==> src/rtl/pmc_pkg.sv <==
package pmc_pkg;

    typedef enum logic [2:0] {
        PM_RESET   = 3'd0,
        PM_STANDBY = 3'd1,
        PM_ACTIVE  = 3'd2,
        PM_FREEZE  = 3'd3,
        PM_SLEEP   = 3'd4
    } pm_mode_e;

    localparam logic [1:0] ADR_CMD_STAT = 2'd0;
    localparam logic [1:0] ADR_CFG_HW   = 2'd1;
    localparam logic [1:0] ADR_CFG_ANY  = 2'd2;
    localparam logic [1:0] ADR_IOX      = 2'd3;

    localparam int unsigned BIT_SWRST  = 0;
    localparam int unsigned BIT_START  = 1;
    localparam int unsigned BIT_ERR    = 6;
    localparam int unsigned BIT_IRQ    = 7;

endpackage

==> src/rtl/pmc_cmd.sv <==
module pmc_cmd
    import pmc_pkg::*;
#(
    parameter int unsigned DATA_W = 8
) (
    input  logic              clk_i,
    input  logic              hw_rst_i,
    input  logic              wr_en_i,
    input  logic [1:0]        wr_addr_i,
    input  logic [DATA_W-1:0] wr_data_i,
    output logic              swrst_o,
    output logic              start_o
);

    typedef struct packed {
        logic swrst;
        logic start;
    } cmd_t;

    cmd_t c_d, c_q;
    logic cmd_hit;

    always_comb begin
        cmd_hit   = wr_en_i && (wr_addr_i == ADR_CMD_STAT);
        c_d.swrst = cmd_hit && wr_data_i[BIT_SWRST];
        c_d.start = cmd_hit && wr_data_i[BIT_START];
        if (hw_rst_i) begin
            c_d = '0;
        end
    end

    always_ff @(posedge clk_i) begin
        c_q <= c_d;
    end

    assign swrst_o = c_q.swrst;
    assign start_o = c_q.start;

    AST_SWRST_FROM_WRITE: assert property (@(posedge clk_i) disable iff (hw_rst_i)
        $rose(swrst_o) |-> $past(wr_en_i) && ($past(wr_addr_i) == ADR_CMD_STAT))
        else $error("software reset pulse without a command write");

endmodule

==> src/rtl/pmc_mode_fsm.sv <==
module pmc_mode_fsm
    import pmc_pkg::*;
#(
    parameter int unsigned HOLD_CYC = 10
) (
    input  logic     clk_i,
    input  logic     hw_rst_i,
    input  logic     osc_en_i,
    input  logic     chip_en_i,
    input  logic     swrst_i,
    input  logic     start_i,
    output pm_mode_e mode_o,
    output logic     hw_clr_o,
    output logic     any_clr_o,
    output logic     err_o
);

    localparam int unsigned CNT_W  = $clog2(HOLD_CYC + 1);
    localparam logic [CNT_W-1:0] HOLD_V = CNT_W'(HOLD_CYC);
    localparam logic [CNT_W-1:0] ONE_V  = CNT_W'(1);

    typedef struct packed {
        pm_mode_e         mode;
        logic [CNT_W-1:0] cnt;
        logic             hwsrc;
        logic             err;
    } fsm_t;

    fsm_t s_d, s_q;
    logic in_hw;
    logic want_sleep;
    logic want_frz;

    always_comb begin
        s_d        = s_q;
        in_hw      = (s_q.mode == PM_RESET) && s_q.hwsrc;
        want_sleep = !osc_en_i;
        want_frz   = !chip_en_i;

        if (hw_rst_i) begin
            s_d.mode  = PM_RESET;
            s_d.hwsrc = 1'b1;
            if (in_hw) begin
                s_d.cnt = (s_q.cnt < HOLD_V) ? s_q.cnt + ONE_V : s_q.cnt;
            end else begin
                s_d.cnt = ONE_V;
            end
        end else if (in_hw && (s_q.cnt < HOLD_V)) begin
            s_d.cnt = s_q.cnt + ONE_V;
        end else if (swrst_i) begin
            s_d.mode  = PM_RESET;
            s_d.hwsrc = 1'b0;
            s_d.cnt   = '0;
        end else begin
            s_d.hwsrc = 1'b0;
            s_d.cnt   = '0;
            unique case (s_q.mode)
                PM_RESET:   s_d.mode = PM_STANDBY;
                PM_STANDBY: begin
                    if (want_sleep) begin
                        s_d.mode = PM_SLEEP;
                    end else if (want_frz) begin
                        s_d.mode = PM_FREEZE;
                    end else if (start_i) begin
                        s_d.mode = PM_ACTIVE;
                    end
                end
                PM_ACTIVE: begin
                    if (want_sleep || want_frz) begin
                        s_d.err = 1'b1;
                    end
                end
                PM_FREEZE: begin
                    if (want_sleep) begin
                        s_d.mode = PM_SLEEP;
                    end
                end
                PM_SLEEP:   s_d.mode = PM_SLEEP;
                default:    s_d.mode = PM_RESET;
            endcase
        end

        if (in_hw) begin
            s_d.err = 1'b0;
        end
    end

    always_ff @(posedge clk_i) begin
        s_q <= s_d;
    end

    assign mode_o    = s_q.mode;
    assign hw_clr_o  = in_hw;
    assign any_clr_o = (s_q.mode == PM_RESET);
    assign err_o     = s_q.err;

    AST_HOLD_MIN: assert property (@(posedge clk_i) disable iff (hw_rst_i)
        $fell(hw_clr_o) |-> ($past(s_q.cnt) >= HOLD_V))
        else $error("hardware reset released before the hold count");

    AST_ACTIVE_ENTRY: assert property (@(posedge clk_i) disable iff (hw_rst_i)
        (s_q.mode == PM_ACTIVE && $past(s_q.mode) != PM_ACTIVE)
            |-> ($past(s_q.mode) == PM_STANDBY && $past(start_i)))
        else $error("active entered from a mode other than standby");

    AST_ACTIVE_REFUSE: assert property (@(posedge clk_i) disable iff (hw_rst_i)
        (s_q.mode == PM_ACTIVE) |=> (s_q.mode == PM_ACTIVE || s_q.mode == PM_RESET))
        else $error("active left without a reset");

    AST_LOWPWR_HELD: assert property (@(posedge clk_i) disable iff (hw_rst_i)
        (s_q.mode == PM_SLEEP && !swrst_i) |=> (s_q.mode == PM_SLEEP))
        else $error("sleep left without a reset");

    AST_FREEZE_HELD: assert property (@(posedge clk_i) disable iff (hw_rst_i)
        (s_q.mode == PM_FREEZE && !swrst_i)
            |=> (s_q.mode == PM_FREEZE || s_q.mode == PM_SLEEP))
        else $error("freeze left without a reset");

    AST_ERR_STICKY: assert property (@(posedge clk_i) disable iff (hw_rst_i)
        (s_q.err && !in_hw) |=> s_q.err)
        else $error("refusal flag lost without a hardware reset");

endmodule

==> src/rtl/pmc_reg_bank.sv <==
module pmc_reg_bank
    import pmc_pkg::*;
#(
    parameter int unsigned      DATA_W  = 8,
    parameter logic [DATA_W-1:0] HW_DEF  = 8'hA5,
    parameter logic [DATA_W-1:0] ANY_DEF = 8'h3C
) (
    input  logic              clk_i,
    input  logic              hw_rst_i,
    input  logic              hw_clr_i,
    input  logic              any_clr_i,
    input  pm_mode_e          mode_i,
    input  logic              err_i,
    input  logic              wr_en_i,
    input  logic [1:0]        wr_addr_i,
    input  logic [DATA_W-1:0] wr_data_i,
    input  logic              rd_en_i,
    input  logic [1:0]        rd_addr_i,
    input  logic              irq_evt_i,
    output logic [DATA_W-1:0] rd_data_o,
    output logic              irq_o
);

    typedef struct packed {
        logic [DATA_W-1:0] cfg_hw;
        logic [DATA_W-1:0] cfg_any;
        logic [DATA_W-1:0] iox;
        logic              irq;
    } bank_t;

    bank_t b_d, b_q;
    logic  in_sleep;
    logic  stat_rd;
    logic  wr_hw, wr_any, wr_iox;
    logic [DATA_W-1:0] status;

    always_comb begin
        b_d      = b_q;
        in_sleep = (mode_i == PM_SLEEP);
        stat_rd  = rd_en_i && (rd_addr_i == ADR_CMD_STAT);
        wr_hw    = wr_en_i && (wr_addr_i == ADR_CFG_HW);
        wr_any   = wr_en_i && (wr_addr_i == ADR_CFG_ANY);
        wr_iox   = wr_en_i && (wr_addr_i == ADR_IOX);

        if (hw_clr_i) begin
            b_d.cfg_hw = HW_DEF;
        end else if (wr_hw) begin
            b_d.cfg_hw = wr_data_i;
        end

        if (any_clr_i) begin
            b_d.cfg_any = ANY_DEF;
        end else if (wr_any) begin
            b_d.cfg_any = wr_data_i;
        end

        if (wr_iox) begin
            b_d.iox = wr_data_i;
        end

        if (any_clr_i) begin
            b_d.irq = 1'b0;
        end else if (irq_evt_i) begin
            b_d.irq = 1'b1;
        end else if (stat_rd && !in_sleep) begin
            b_d.irq = 1'b0;
        end
    end

    always_ff @(posedge clk_i) begin
        b_q <= b_d;
    end

    always_comb begin
        status          = '0;
        status[2:0]     = mode_i;
        status[BIT_ERR] = err_i;
        status[BIT_IRQ] = b_q.irq;
        unique case (rd_addr_i)
            ADR_CMD_STAT: rd_data_o = status;
            ADR_CFG_HW:   rd_data_o = b_q.cfg_hw;
            ADR_CFG_ANY:  rd_data_o = b_q.cfg_any;
            default:      rd_data_o = b_q.iox;
        endcase
    end

    assign irq_o = b_q.irq;

    AST_IOX_RETAIN: assert property (@(posedge clk_i) disable iff (hw_rst_i)
        !(wr_en_i && wr_addr_i == ADR_IOX) |=> $stable(b_q.iox))
        else $error("I/O register changed without a write");

    AST_HWCLASS_SW: assert property (@(posedge clk_i) disable iff (hw_rst_i)
        (any_clr_i && !hw_clr_i && !(wr_en_i && wr_addr_i == ADR_CFG_HW))
            |=> $stable(b_q.cfg_hw))
        else $error("hardware-class register disturbed by software reset");

    AST_ANY_DEFAULT: assert property (@(posedge clk_i) disable iff (hw_rst_i)
        any_clr_i |=> (b_q.cfg_any == ANY_DEF))
        else $error("either-class register missed its default");

    AST_IRQ_SLEEP: assert property (@(posedge clk_i) disable iff (hw_rst_i)
        (b_q.irq && mode_i == PM_SLEEP && !any_clr_i) |=> b_q.irq)
        else $error("interrupt cleared during sleep");

endmodule

==> src/rtl/pwr_mode_ctrl.sv <==
module pwr_mode_ctrl
    import pmc_pkg::*;
#(
    parameter int unsigned HOLD_CYC = 10,
    parameter int unsigned DATA_W   = 8,
    parameter logic [DATA_W-1:0] HW_DEF  = 8'hA5,
    parameter logic [DATA_W-1:0] ANY_DEF = 8'h3C
) (
    input  logic              clk_i,
    input  logic              hw_rst_i,
    input  logic              osc_en_i,
    input  logic              chip_en_i,
    input  logic              wr_en_i,
    input  logic [1:0]        wr_addr_i,
    input  logic [DATA_W-1:0] wr_data_i,
    input  logic              rd_en_i,
    input  logic [1:0]        rd_addr_i,
    output logic [DATA_W-1:0] rd_data_o,
    input  logic              irq_evt_i,
    output logic              irq_o,
    output logic [2:0]        mode_o,
    output logic              cpu_clk_en_o,
    output logic              timer_en_o,
    output logic              codec_en_o,
    output logic              proto_run_o,
    output logic              hw_clr_o,
    output logic              any_clr_o,
    output logic              err_o
);

    pm_mode_e mode;
    logic     swrst;
    logic     start;
    logic     hw_clr;
    logic     any_clr;
    logic     err;

    pmc_cmd #(
        .DATA_W (DATA_W)
    ) i_cmd (
        .clk_i     (clk_i),
        .hw_rst_i  (hw_rst_i),
        .wr_en_i   (wr_en_i),
        .wr_addr_i (wr_addr_i),
        .wr_data_i (wr_data_i),
        .swrst_o   (swrst),
        .start_o   (start)
    );

    pmc_mode_fsm #(
        .HOLD_CYC (HOLD_CYC)
    ) i_fsm (
        .clk_i     (clk_i),
        .hw_rst_i  (hw_rst_i),
        .osc_en_i  (osc_en_i),
        .chip_en_i (chip_en_i),
        .swrst_i   (swrst),
        .start_i   (start),
        .mode_o    (mode),
        .hw_clr_o  (hw_clr),
        .any_clr_o (any_clr),
        .err_o     (err)
    );

    pmc_reg_bank #(
        .DATA_W  (DATA_W),
        .HW_DEF  (HW_DEF),
        .ANY_DEF (ANY_DEF)
    ) i_bank (
        .clk_i     (clk_i),
        .hw_rst_i  (hw_rst_i),
        .hw_clr_i  (hw_clr),
        .any_clr_i (any_clr),
        .mode_i    (mode),
        .err_i     (err),
        .wr_en_i   (wr_en_i),
        .wr_addr_i (wr_addr_i),
        .wr_data_i (wr_data_i),
        .rd_en_i   (rd_en_i),
        .rd_addr_i (rd_addr_i),
        .irq_evt_i (irq_evt_i),
        .rd_data_o (rd_data_o),
        .irq_o     (irq_o)
    );

    always_comb begin
        mode_o       = mode;
        cpu_clk_en_o = (mode != PM_SLEEP);
        timer_en_o   = (mode != PM_SLEEP);
        codec_en_o   = (mode == PM_STANDBY) || (mode == PM_ACTIVE);
        proto_run_o  = (mode == PM_ACTIVE);
        hw_clr_o     = hw_clr;
        any_clr_o    = any_clr;
        err_o        = err;
    end

    AST_PROTO_ONLY_ACTIVE: assert property (@(posedge clk_i) disable iff (hw_rst_i)
        $rose(proto_run_o) |-> $past(codec_en_o) && !$past(proto_run_o))
        else $error("protocol enabled without passing standby");

endmodule

==> config.mk <==
export PLATFORM = sky130hd
export DESIGN_NAME = pwr_mode_ctrl
export DESIGN_NICKNAME = d
export VERILOG_FILES = /design/src/rtl/pmc_pkg.sv /design/src/rtl/pmc_cmd.sv /design/src/rtl/pmc_mode_fsm.sv /design/src/rtl/pmc_reg_bank.sv /design/src/rtl/pwr_mode_ctrl.sv
export SDC_FILE = /design/constraint.sdc
export NUM_CORES = 1
export LEC_CHECK = 0
export BUFFER_PORTS_ARGS = -buffer_cell sky130_fd_sc_hd__buf_2
export CORE_ASPECT_RATIO = 0.9
export CORE_MARGIN = 2
export CORE_UTILIZATION = 40
export CTS_BUF_LIST = sky130_fd_sc_hd__clkbuf_8
export DETAILED_ROUTE_END_ITERATION = 10
export GPL_TIMING_DRIVEN = 0
export PLACE_DENSITY = 0.63
export SLEW_MARGIN = 20
export SYNTH_ARGS = -nofsm -noshare
export SYNTH_HDL_FRONTEND = slang
export SYNTH_SLANG_ARGS = --single-unit
==> constraint.sdc <==
create_clock -name clk_i -period 5.1 [get_ports clk_i]
set_clock_uncertainty 0.05 [all_clocks]
set_input_delay 0.51 -clock clk_i [delete_from_list [all_inputs] [get_ports clk_i]]
set_output_delay 0.51 -clock clk_i [all_outputs]
set_load 0.02 [all_outputs]
==> flow_metrics.env, run 1 <==
export IMPL_clock_sinks=36
export IMPL_rows=22
export IMPL_cpMostUsedCell="inv_6"
export IMPL_r2r_start="i_fsm.mode_o[2]"
export IMPL_grt_pass1_vias=1213
export IMPL_fp_dieW_um=71.5
export IMPL_final_common_cell="buf_2"
export IMPL_maxCapViolCount=0
export IMPL_hold_class="in -> reg"
export IMPL_power_leakage_uw=0.000848
export IMPL_cts_root_buf="clkbuf_8"
export IMPL_synth_area_top_cells="dfxtp_1 29%, edfxtp_1 22%, mux4_2 5.5%"
export IMPL_critical_path_arrival_ns=1.67
export IMPL_cp_startpoint="i_fsm.mode_o[2]"
export IMPL_drc=0
export IMPL_clk_latency_ns=0.29
export IMPL_n_antenna_cell=0
export IMPL_synth_edf_count=12
export IMPL_syn_mean_instance_area_um2=10.5
export IMPL_start_util_pct=40.8
export IMPL_gp_congestion=0.828
export IMPL_stdcell_count=247
export IMPL_avgRoutedWirePerCell_um=14.9
export IMPL_dp_cells=239
export IMPL_grt_max_degree=12
export IMPL_vias_per_cell=5.15
export IMPL_synth_fp_nets=176
export IMPL_yosys_register_bits=36
export IMPL_layout_nets=218
export IMPL_synth_cell_types=35
export IMPL_yosys_warnings=0
export IMPL_area_delta_synth_final_pct=19.4
export IMPL_slowest_stage="or3_4"
export IMPL_routed_wirelength_mm=3.69
export IMPL_clk_pin_slew_worst_paths_ns=0.08
export IMPL_cts_inserted_buffers=5
export IMPL_hp_start="wr_data_i[3]"
export IMPL_clockBufferDepth=2
export IMPL_tns_ns=0
export IMPL_num_io_pins=38
export IMPL_grt_usage_pct=17.3
export IMPL_drt_pass1_iterations=6
export IMPL_fmax_mhz=448
export IMPL_setup_viol=0
export IMPL_hold_buffers=0
export IMPL_async_reset_ff_share_pct=0
export IMPL_rsz0062_at_grt="false"
export IMPL_cp_max_fo=9
export IMPL_synth_ff_type="dfxtp_1"
export IMPL_seq_area_frac_synth_pct=51.2
export IMPL_grt_overflow_total=0
export IMPL_peakVddDrop_mv=0.241
export IMPL_period_needed_ns=2.23
export IMPL_cellPowerDensity_nw_per_um2=477
export IMPL_tightest_slew_ns=0.647
export IMPL_tritoncts="done"
export IMPL_coreArea_um2=4020
export IMPL_synth_top_cell_area_share_pct=29.3
export IMPL_grt_pass1_wl_mm=6.04
export IMPL_timing_hold_violations_final=0
export IMPL_antenna_found_initial=0
export IMPL_maxSlewHeadroom_pct=56.7
export IMPL_outcome="complete, no violations"
export IMPL_cp_start_kind="register"
export IMPL_syn_inst=156
export IMPL_floorplan_die_area_um2=4630
export IMPL_rrSetupSlack_ns=3.22
export IMPL_slew_violations=0
export IMPL_port_buffers=35
export IMPL_num_vias=1273
export IMPL_hpwl_mm=2.60
export IMPL_cts_resized=0
export IMPL_cp_cell_sequence="or3_4, inv_6, nand2_8, inv_6, buf_2"
export IMPL_critical_path_class="reg -> out"
export IMPL_period_share_pct=43.8
export IMPL_layout_common_cells="37 x buf_2, 24 x dfxtp_1, 23 x nand2_1"
export IMPL_cp_required_ns=4.54
export IMPL_critPathTopFamily="simple AND/OR/NAND/NOR gates"
export IMPL_worst_path_buf_inv=3
export IMPL_layout_drive_gt1_share_pct=30.7
export IMPL_htree_levels=2
export IMPL_n_fill_cell=389
export IMPL_drt_iter0_markers=60
export IMPL_postCtsSetupBuffers=0
export IMPL_end_kind="output port"
export IMPL_synth_top_cell_by_area="dfxtp_1"
export IMPL_postRouteAntennaNets=0
export IMPL_die_h_um=64.8
export IMPL_crit_path_max_incr_delay_ns=0.48
export IMPL_netlist_area_um2=1640
-- cells by family (layout without fill, tap and decap cells) --
| group | count (synthesis) | in the layout | share of synthesized area [%] |
|---|---|---|---|
| adder cells (fa/ha/maj) | 1 | 1 | 0.762 |
| AO/OA/AOI/OAI | 26 | 26 | 9.83 |
| flip-flops | 36 | 36 | 51.2 |
| multiplexers | 16 | 16 | 14.0 |
| buffers and inverters | 15 | 58 | 5.11 |
| AND/OR/NAND/NOR | 62 | 62 | 19.1 |
-- cell type report --
type	count	area [um^2]	share of cell area, %
repair buffers	35	175	8.94
well taps	48	60.1	3.07
clock buffers	5	68.8	3.51
clock inverters	3	13.8	0.702
inverters	7	36.3	1.85
multi-input cells	105	717	36.6
flip-flops and latches	36	841	42.9
plain buffers	8	47.5	2.43
-- per-layer routing --
layer  wire, um  share of wire, %  vias up  GRT usage, %
li1           -                 -      631             -
met1       1690                46      602          22.5
met2       1790                49       32          28.0
met3        154               4.2        8          4.20
met4         59               1.6        0          6.37
met5          0                 0        -             0
-- cells in the mapped netlist, drive strengths merged, types with 2 or more instances --
library cell / count
and2: 2
nor2: 14
nor2b: 2
edfxtp: 12
a21oi: 13
mux2: 3
nand2: 24
nand3: 5
mux2i: 8
buf: 6
dfxtp: 24
clkbuf: 2
nor4b: 2
inv: 7
nand2b: 4
mux4: 5
nor3: 3
or3: 2
o21ai: 5
a22o: 3
-- per-stage QoR --
step / utilization, % / area [um^2] / hold WS (ns) / worst slack (ns) / power [uW]
final: 48.8 / 1960 / 0.378 / 2.87 / 935
after global routing: 48.8 / 1960 / 0.367 / 2.81 / 994
after CTS: 48.8 / 1960 / 0.375 / 2.87 / 944
after detailed placement: 46.7 / 1880 / 0.402 / 3.01 / 748
after global placement: 46.7 / 1880 / 0.389 / 3.00 / 736
after floorplan: - / 1640 / 0.372 / 3.13 / 642
-- power breakdown --
part | leakage [uW] | internal (uW) | switching (uW)
Clock | 0.0000453 | 92.7 | 103
Sequential | 0.000314 | 352 | 47.6
Combinational | 0.000489 | 134 | 205
Total | 0.000848 | 579 | 356
-- registers in the layout, summed over array words and instances (netlist names) --
register,count
i_bank.b_q,24
i_fsm.s_q,5
i_fsm.mode_o,3
i_bank.irq_o,1
i_cmd.start_o,1
i_cmd.swrst_o,1
i_fsm.err_o,1
-- path summary, 6_finish.rpt --
kind              cells after the start             end
hold / removal                        1   i_bank.b_q[4]
hold reg to reg                       2  i_bank.b_q[21]
setup / recovery                      5        hw_clr_o
setup reg to reg                      4    i_fsm.s_q[4]
-- worst register-to-register path, delay by kind of cell (launching register included) --
family / cells / cell delay (ns)
AND/OR/NAND/NOR: 3 / 1.02
flip-flops: 1 / 0.40
buffers and inverters: 1 / 0.13
Power figures use the tool's default switching activity.
==> run 2, diff against run 1 <==
--- a/config.mk
+++ b/config.mk
@@ -5,6 +5,7 @@
 export SDC_FILE = /design/constraint.sdc
 export NUM_CORES = 1
 export LEC_CHECK = 0
+export ABC_AREA = 1
 export BUFFER_PORTS_ARGS = -buffer_cell sky130_fd_sc_hd__buf_2
 export CORE_ASPECT_RATIO = 0.9
 export CORE_MARGIN = 2
@@ -12,7 +13,7 @@
 export CTS_BUF_LIST = sky130_fd_sc_hd__clkbuf_8
 export DETAILED_ROUTE_END_ITERATION = 10
 export GPL_TIMING_DRIVEN = 0
-export PLACE_DENSITY = 0.63
+export PLACE_DENSITY = 0.65
 export SLEW_MARGIN = 20
 export SYNTH_ARGS = -nofsm -noshare
 export SYNTH_HDL_FRONTEND = slang
==> constraint.sdc (replaced) <==
create_clock -name clk_i -period 1.9 [get_ports clk_i]
set_clock_uncertainty 0.05 [all_clocks]
set_input_delay 0.19 -clock clk_i [delete_from_list [all_inputs] [get_ports clk_i]]
set_output_delay 0.19 -clock clk_i [all_outputs]
set_load 0.02 [all_outputs]
==> run 2 against run 1 <==
  * Final area is 4.0% higher
  * Sequential power grew to 2.8 times the previous value
  * Worst hold slack worse by 0.32 ns
  * Non-clock buffer count stayed put
  * Core utilization is 1.2 points higher
  * Critical path type unchanged
==> flow_metrics.env, run 2 <==
export IMPL_outcome="complete, no violations"
export IMPL_fmax_mhz=604
export IMPL_period_needed_ns=1.65
export IMPL_grt_overflow_total=0
export IMPL_clk_pin_slew_worst_paths_ns=0.07
export IMPL_peakVddDrop_mv=0.562
export IMPL_synth_cell_types=26
export IMPL_antenna_found_initial=0
export IMPL_fp_dieW_um=72.4
export IMPL_switchingPower_uw=1120
export IMPL_synth_top_cell_area_share_pct=28.5
export IMPL_p_sw_share_pct=38.2
export IMPL_cp_required_ns=1.66
export IMPL_hold_class="in -> reg"
export IMPL_period_share_pct=87.1
export IMPL_whs_path_depth=1
export IMPL_num_vias=1446
export IMPL_timing_hold_violations_final=0
export IMPL_final_common_cell="nand2_1"
export IMPL_tightest_slew_ns=0.760
export IMPL_ys_top_cells_by_count="65 x nand2_1, 24 x dfxtp_1, 23 x nor2_1, 19 x inv_1, 17 x nand3_1"
export IMPL_cp_max_fo=6
export IMPL_setup_viol=0
export IMPL_regArea_um2=841
export IMPL_synth_top_cell_by_area="dfxtp_1"
export IMPL_crit_path_max_incr_delay_ns=0.45
export IMPL_floorplan_die_area_um2=4750
export IMPL_layout_drive_gt1_share_pct=26.8
export IMPL_yosysMostFrequentCell="nand2_1"
export IMPL_power_frac_seq_pct=38.3
export IMPL_clkPwrFrac_pct=22.2
export IMPL_cp_cell_sequence="inv_2, nand2_2, nor2_2, or2_2, buf_2"
export IMPL_critPathTopFamily="flip-flops"
export IMPL_postRouteAntennaNets=0
export IMPL_drt_iter0_markers=102
export IMPL_num_io_pins=38
export IMPL_async_reset_ff_share_pct=0
export IMPL_hp_start="wr_data_i[4]"
export IMPL_grt_usage_pct=16.4
export IMPL_gp_congestion=0.883
export IMPL_rrSetupSlack_ns=0.47
export IMPL_layout_common_cells="65 x nand2_1, 37 x buf_2, 24 x dfxtp_1"
export IMPL_htree_levels=2
export IMPL_synth_fp_nets=232
export IMPL_postCtsSetupBuffers=0
export IMPL_vias_per_cell=4.74
export IMPL_syn_inst=212
export IMPL_cellPowerDensity_nw_per_um2=1440
export IMPL_drc=0
export IMPL_worstHoldEndpoint="i_bank.b_q[5]"
export IMPL_final_util_pct=50.0
export IMPL_avgRoutedWirePerCell_um=12.0
export IMPL_clock_sinks=36
export IMPL_netlist_area_um2=1680
export IMPL_critical_path_class="reg -> out"
export IMPL_seq_area_frac_synth_pct=49.9
export IMPL_end_kind="output port"
export IMPL_port_buffers=37
export IMPL_slowest_stage="dfxtp_1"
export IMPL_syn_mean_instance_area_um2=7.94
export IMPL_yosys_warnings=0
export IMPL_largest_reg_flops=24
export IMPL_top_register="i_bank.b_q"
export IMPL_r2r_start="i_fsm.mode_o[0]"
export IMPL_layout_nets=276
export IMPL_cts_inserted_buffers=5
export IMPL_routed_wirelength_mm=3.67
export IMPL_hold_buffers=0
export IMPL_grt_pass1_wl_mm=5.83
export IMPL_rsz0062_at_grt="false"
export IMPL_yosys_register_bits=36
export IMPL_die_h_um=65.6
export IMPL_pwr_share_comb_pct=39.5
export IMPL_power_leakage_uw=0.000959
export IMPL_cts_resized=0
export IMPL_clockBufferDepth=2
export IMPL_drt_pass1_iterations=4
export IMPL_worst_path_buf_inv=2
export IMPL_grt_pass1_vias=1288
export IMPL_synth_edf_count=12
export IMPL_tns_ns=0
export IMPL_cts_root_buf="clkbuf_8"
export IMPL_internal_power_uw=1810
export IMPL_n_antenna_cell=0
export IMPL_start_util_pct=41.3
export IMPL_reg2reg_to="i_fsm.s_q[3]"
export IMPL_rows=22
export IMPL_synth_area_top_cells="dfxtp_1 29%, edfxtp_1 21%, nand2_1 14%"
export IMPL_grt_max_degree=12
export IMPL_cp_start_kind="register"
export IMPL_clk_latency_ns=0.28
export IMPL_coreArea_um2=4070
export IMPL_synth_ff_type="dfxtp_1"
export IMPL_hpwl_mm=2.67
export IMPL_worstRegToRegCells=5
export IMPL_critical_path_arrival_ns=1.41
export IMPL_slew_violations=0
export IMPL_n_fill_cell=420
export IMPL_maxCapViolCount=0
export IMPL_multi_input_area_um2=716
export IMPL_holdWs_ns=0.0588
export IMPL_area_delta_synth_final_pct=21.0
export IMPL_tritoncts="done"
export IMPL_maxSlewHeadroom_pct=49.2
[run 2: changes by cell type after synthesis, sizes merged, moves of 3 or more]
cell,before,now
a21oi,13,9
a22o,3,0
inv,7,20
nor2,14,27
mux4,5,0
o21ai,5,9
mux2,3,0
nand4,0,6
nand2,24,73
nand3,5,19
mux2i,8,0
nand2b,4,0
[run 2: worst max-delay path by stage]
stage | start | cells past startpoint | end
6_report | i_fsm.mode_o[2] | 5 | codec_en_o
5_1_grt | i_fsm.mode_o[1] | 4 | codec_en_o
4_1_cts | i_fsm.mode_o[0] | 5 | hw_clr_o
3_5_place_dp | rd_addr_i[1] | 6 | rd_data_o[6]
3_3_place_gp | rd_addr_i[1] | 6 | rd_data_o[1]
2_1_floorplan | i_fsm.mode_o[1] | 3 | codec_en_o
[run 2: area by class of cell]
type / count / area share (%)
plain buffers: 6 / 2.58
clock buffers: 5 / 3.38
clock inverters: 3 / 1.90
inverters: 20 / 3.69
multi-input cells: 150 / 35.1
flip-flops and latches: 36 / 41.3
well taps: 48 / 2.95
repair buffers: 37 / 9.09
[run 2: kinds of logic (layout without fill, tap and decap cells)]
kind of cell	Yosys count	count (layout)	synth area share, %
fa+ha+maj	1	1	0.743
flops	36	36	49.9
compound gates	18	18	6.24
simple gates	129	129	34.5
buf+inv	26	71	7.58
xor+xnor	2	2	1.04
[run 2: metal layers]
layer | track usage, % | share of wire (%) | up-vias
li1 | - | - | 767
met2 | 25.8 | 42 | 35
met1 | 22.0 | 52 | 640
met4 | 5.56 | 1.4 | 0
met3 | 4.14 | 4.7 | 4
met5 | 0 | 0 | -
[run 2: worst register-to-register path, cell delays in order (launching register included)]
cell,delay [ns]
dfxtp_1,0.51
nor2_2,0.10
nand2_2,0.11
nor2_4,0.05
buf_6,0.14
nand2_1,0.17
[run 2: power by group through the flow]
stage / clock network (uW) / registers [uW] / logic (uW)
after floorplan: 0 / 1130 / 858
final: 648 / 1120 / 1160
after global routing: 698 / 1140 / 1300
after detailed placement: 0 / 1140 / 1170
after CTS: 664 / 1120 / 1170
after global placement: 0 / 1130 / 1160
[run 2: stage by stage]
| step | total power, uW | area, um^2 | setup slack, ns | instances |
|---|---|---|---|---|
| 2_1_floorplan | 1980 | 1680 | 0.557 | 212 |
| 3_3_place_gp | 2290 | 1930 | 0.434 | 297 |
| 3_5_place_dp | 2300 | 1930 | 0.438 | 297 |
| 4_1_cts | 2950 | 2040 | 0.225 | 305 |
| 5_1_grt | 3140 | 2040 | 0.151 | 305 |
| 6_report | 2920 | 2040 | 0.246 | 305 |
==> run 3, diff against run 2 <==
--- a/config.mk
+++ b/config.mk
@@ -5,7 +5,6 @@
 export SDC_FILE = /design/constraint.sdc
 export NUM_CORES = 1
 export LEC_CHECK = 0
-export ABC_AREA = 1
 export BUFFER_PORTS_ARGS = -buffer_cell sky130_fd_sc_hd__buf_2
 export CORE_ASPECT_RATIO = 0.9
 export CORE_MARGIN = 2
@@ -13,7 +12,7 @@
 export CTS_BUF_LIST = sky130_fd_sc_hd__clkbuf_8
 export DETAILED_ROUTE_END_ITERATION = 10
 export GPL_TIMING_DRIVEN = 0
-export PLACE_DENSITY = 0.65
+export PLACE_DENSITY = 0.66
 export SLEW_MARGIN = 20
 export SYNTH_ARGS = -nofsm -noshare
 export SYNTH_HDL_FRONTEND = slang
==> run 3 against run 2 <==
  * Final cell count fell by 19%
  * Global-route usage shrank 0.41 points
  * Register-to-register slack worse by 0.38 ns
  * Maximum frequency fell by 9.1%
  * Worst setup slack worse by 0.17 ns
  * Critical path type unchanged
  * Critical endpoint is now hw_clr_o
==> flow_metrics.env, run 3 (synthesis gave the netlist of run 1 again) <==
export IMPL_clock_sinks=36
export IMPL_rsz0062_at_grt="false"
export IMPL_clk_latency_ns=0.28
export IMPL_critical_path_class="reg -> out"
export IMPL_rows=22
export IMPL_layout_common_cells="37 x buf_2, 23 x nand2_1, 23 x dfxtp_1"
export IMPL_layout_drive_gt1_share_pct=31.7
export IMPL_htree_levels=2
export IMPL_grt_pass1_vias=1197
export IMPL_num_vias=1282
export IMPL_largest_reg_flops=24
export IMPL_tns_ns=0
export IMPL_routed_wirelength_mm=3.46
export IMPL_p_sw_share_pct=36.8
export IMPL_area_delta_synth_final_pct=20.4
export IMPL_hold_buffers=0
export IMPL_postRouteAntennaNets=0
export IMPL_fp_dieW_um=71.5
export IMPL_vias_per_cell=5.19
export IMPL_crit_path_max_incr_delay_ns=0.43
export IMPL_cpMostUsedCell="inv_6"
export IMPL_drt_iter0_markers=63
export IMPL_avgRoutedWirePerCell_um=14.0
export IMPL_critPathTopFamily="simple AND/OR/NAND/NOR gates"
export IMPL_setup_viol=0
export IMPL_fmax_mhz=550
export IMPL_gp_congestion=0.735
export IMPL_cellPowerDensity_nw_per_um2=1290
export IMPL_layout_nets=219
export IMPL_drt_pass1_iterations=4
export IMPL_maxSlewHeadroom_pct=58.3
export IMPL_clockBufferDepth=2
export IMPL_die_h_um=64.8
export IMPL_clk_pin_slew_worst_paths_ns=0.07
export IMPL_floorplan_die_area_um2=4630
export IMPL_cp_start_kind="register"
export IMPL_pwr_share_comb_pct=36.6
export IMPL_port_buffers=35
export IMPL_grt_max_degree=11
export IMPL_power_frac_seq_pct=42.3
export IMPL_start_util_pct=40.8
export IMPL_period_needed_ns=1.82
export IMPL_cts_root_buf="clkbuf_8"
export IMPL_tritoncts="done"
export IMPL_cts_inserted_buffers=5
export IMPL_outcome="complete, no violations"
export IMPL_slew_violations=0
export IMPL_critical_path_arrival_ns=1.58
export IMPL_grt_overflow_total=0
export IMPL_grt_usage_pct=16.0
export IMPL_hold_class="in -> reg"
export IMPL_power_leakage_uw=0.000853
export IMPL_worst_path_buf_inv=3
export IMPL_timing_hold_violations_final=0
export IMPL_tightest_slew_ns=0.624
export IMPL_cp_required_ns=1.66
export IMPL_end_kind="output port"
export IMPL_period_share_pct=95.8
export IMPL_final_common_cell="buf_2"
export IMPL_drc=0
export IMPL_num_io_pins=38
export IMPL_grt_pass1_wl_mm=5.66
export IMPL_slowest_stage="or3_4"
export IMPL_multi_input_area_um2=722
export IMPL_antenna_found_initial=0
export IMPL_holdWs_ns=0.0629
export IMPL_hpwl_mm=2.53
export IMPL_cp_cell_sequence="or3_4, inv_6, nand2_8, inv_6, buf_2"
export IMPL_top_register="i_bank.b_q"
export IMPL_cp_max_fo=9
export IMPL_regArea_um2=842
export IMPL_coreArea_um2=4020
export IMPL_maxCapViolCount=0
export IMPL_n_fill_cell=379
export IMPL_internal_power_uw=1610
export IMPL_peakVddDrop_mv=0.753
export IMPL_clkPwrFrac_pct=21.1
export IMPL_n_antenna_cell=0
export IMPL_switchingPower_uw=937
## run 3: cell types whose count changed in the layout (fill, tap and decap cells not counted), sizes merged, moves of 5 or more
| cell | change |
|---|---|
| nand2 | -49 |
| mux2i | +8 |
| nand4 | -6 |
| nand3 | -14 |
| mux4 | +5 |
| inv | -14 |
| nor2 | -13 |
## run 3: through the flow
step | instance area [um^2] | utilization [%] | worst slack, ns | power, uW | instances
2_1_floorplan | 1640 | - | 0.186 | 1720 | 156
3_3_place_gp | 1880 | 46.7 | 0.0446 | 1980 | 239
3_5_place_dp | 1880 | 46.7 | 0.0360 | 2000 | 239
4_1_cts | 1960 | 48.8 | 0.00751 | 2530 | 246
5_1_grt | 1980 | 49.2 | 0.0182 | 2710 | 247
6_report | 1980 | 49.2 | 0.0805 | 2540 | 247
## run 3: final timing paths
check	startpoint	to	slack (ns)	cells after the start
worst max-delay path	i_fsm.mode_o[2]	hw_clr_o	0.08	5
worst min-delay path	wr_data_i[2]	i_bank.b_q[3]	0.06	1
worst max register to register	i_fsm.mode_o[2]	i_fsm.s_q[2]	0.09	4
worst min register to register	i_cmd.swrst_o	i_fsm.mode_o[2]	0.40	1
## run 3: what timing repair did
| action | CTS | global route |
|---|---|---|
| endpoints found under the setup margin | 0 | 6 |
| resized for setup | 0 | 2 |
| buffers inserted | 0 | 1 |
## run 3: per-layer routing
| layer | routed length [um] | GRT usage [%] | part of all wire (%) |
|---|---|---|---|
| met5 | 0 | 0 | 0 |
| met4 | 46 | 5.66 | 1.3 |
| met3 | 137 | 3.58 | 4.0 |
| met2 | 1520 | 23.6 | 44 |
| met1 | 1760 | 23.0 | 51 |
## run 3: final cells by class
cell class                      instances  share of cell area, %
Sequential cell                        36                   42.6
Multi-Input combinational cell        105                   36.5
Clock inverter                          1                  0.190
Tap cell                               48                   3.04
Inverter                                7                   1.84
Buffer                                  8                   2.41
Clock buffer                            6                   4.18
Timing Repair Buffer                   36                   9.24
## run 3: power by group through the flow
stage | Clock (uW) | Combinational (uW) | Sequential, uW
2_1_floorplan | 0 | 660 | 1060
3_3_place_gp | 0 | 899 | 1080
3_5_place_dp | 0 | 911 | 1090
4_1_cts | 547 | 914 | 1070
5_1_grt | 577 | 1030 | 1100
6_report | 536 | 932 | 1080
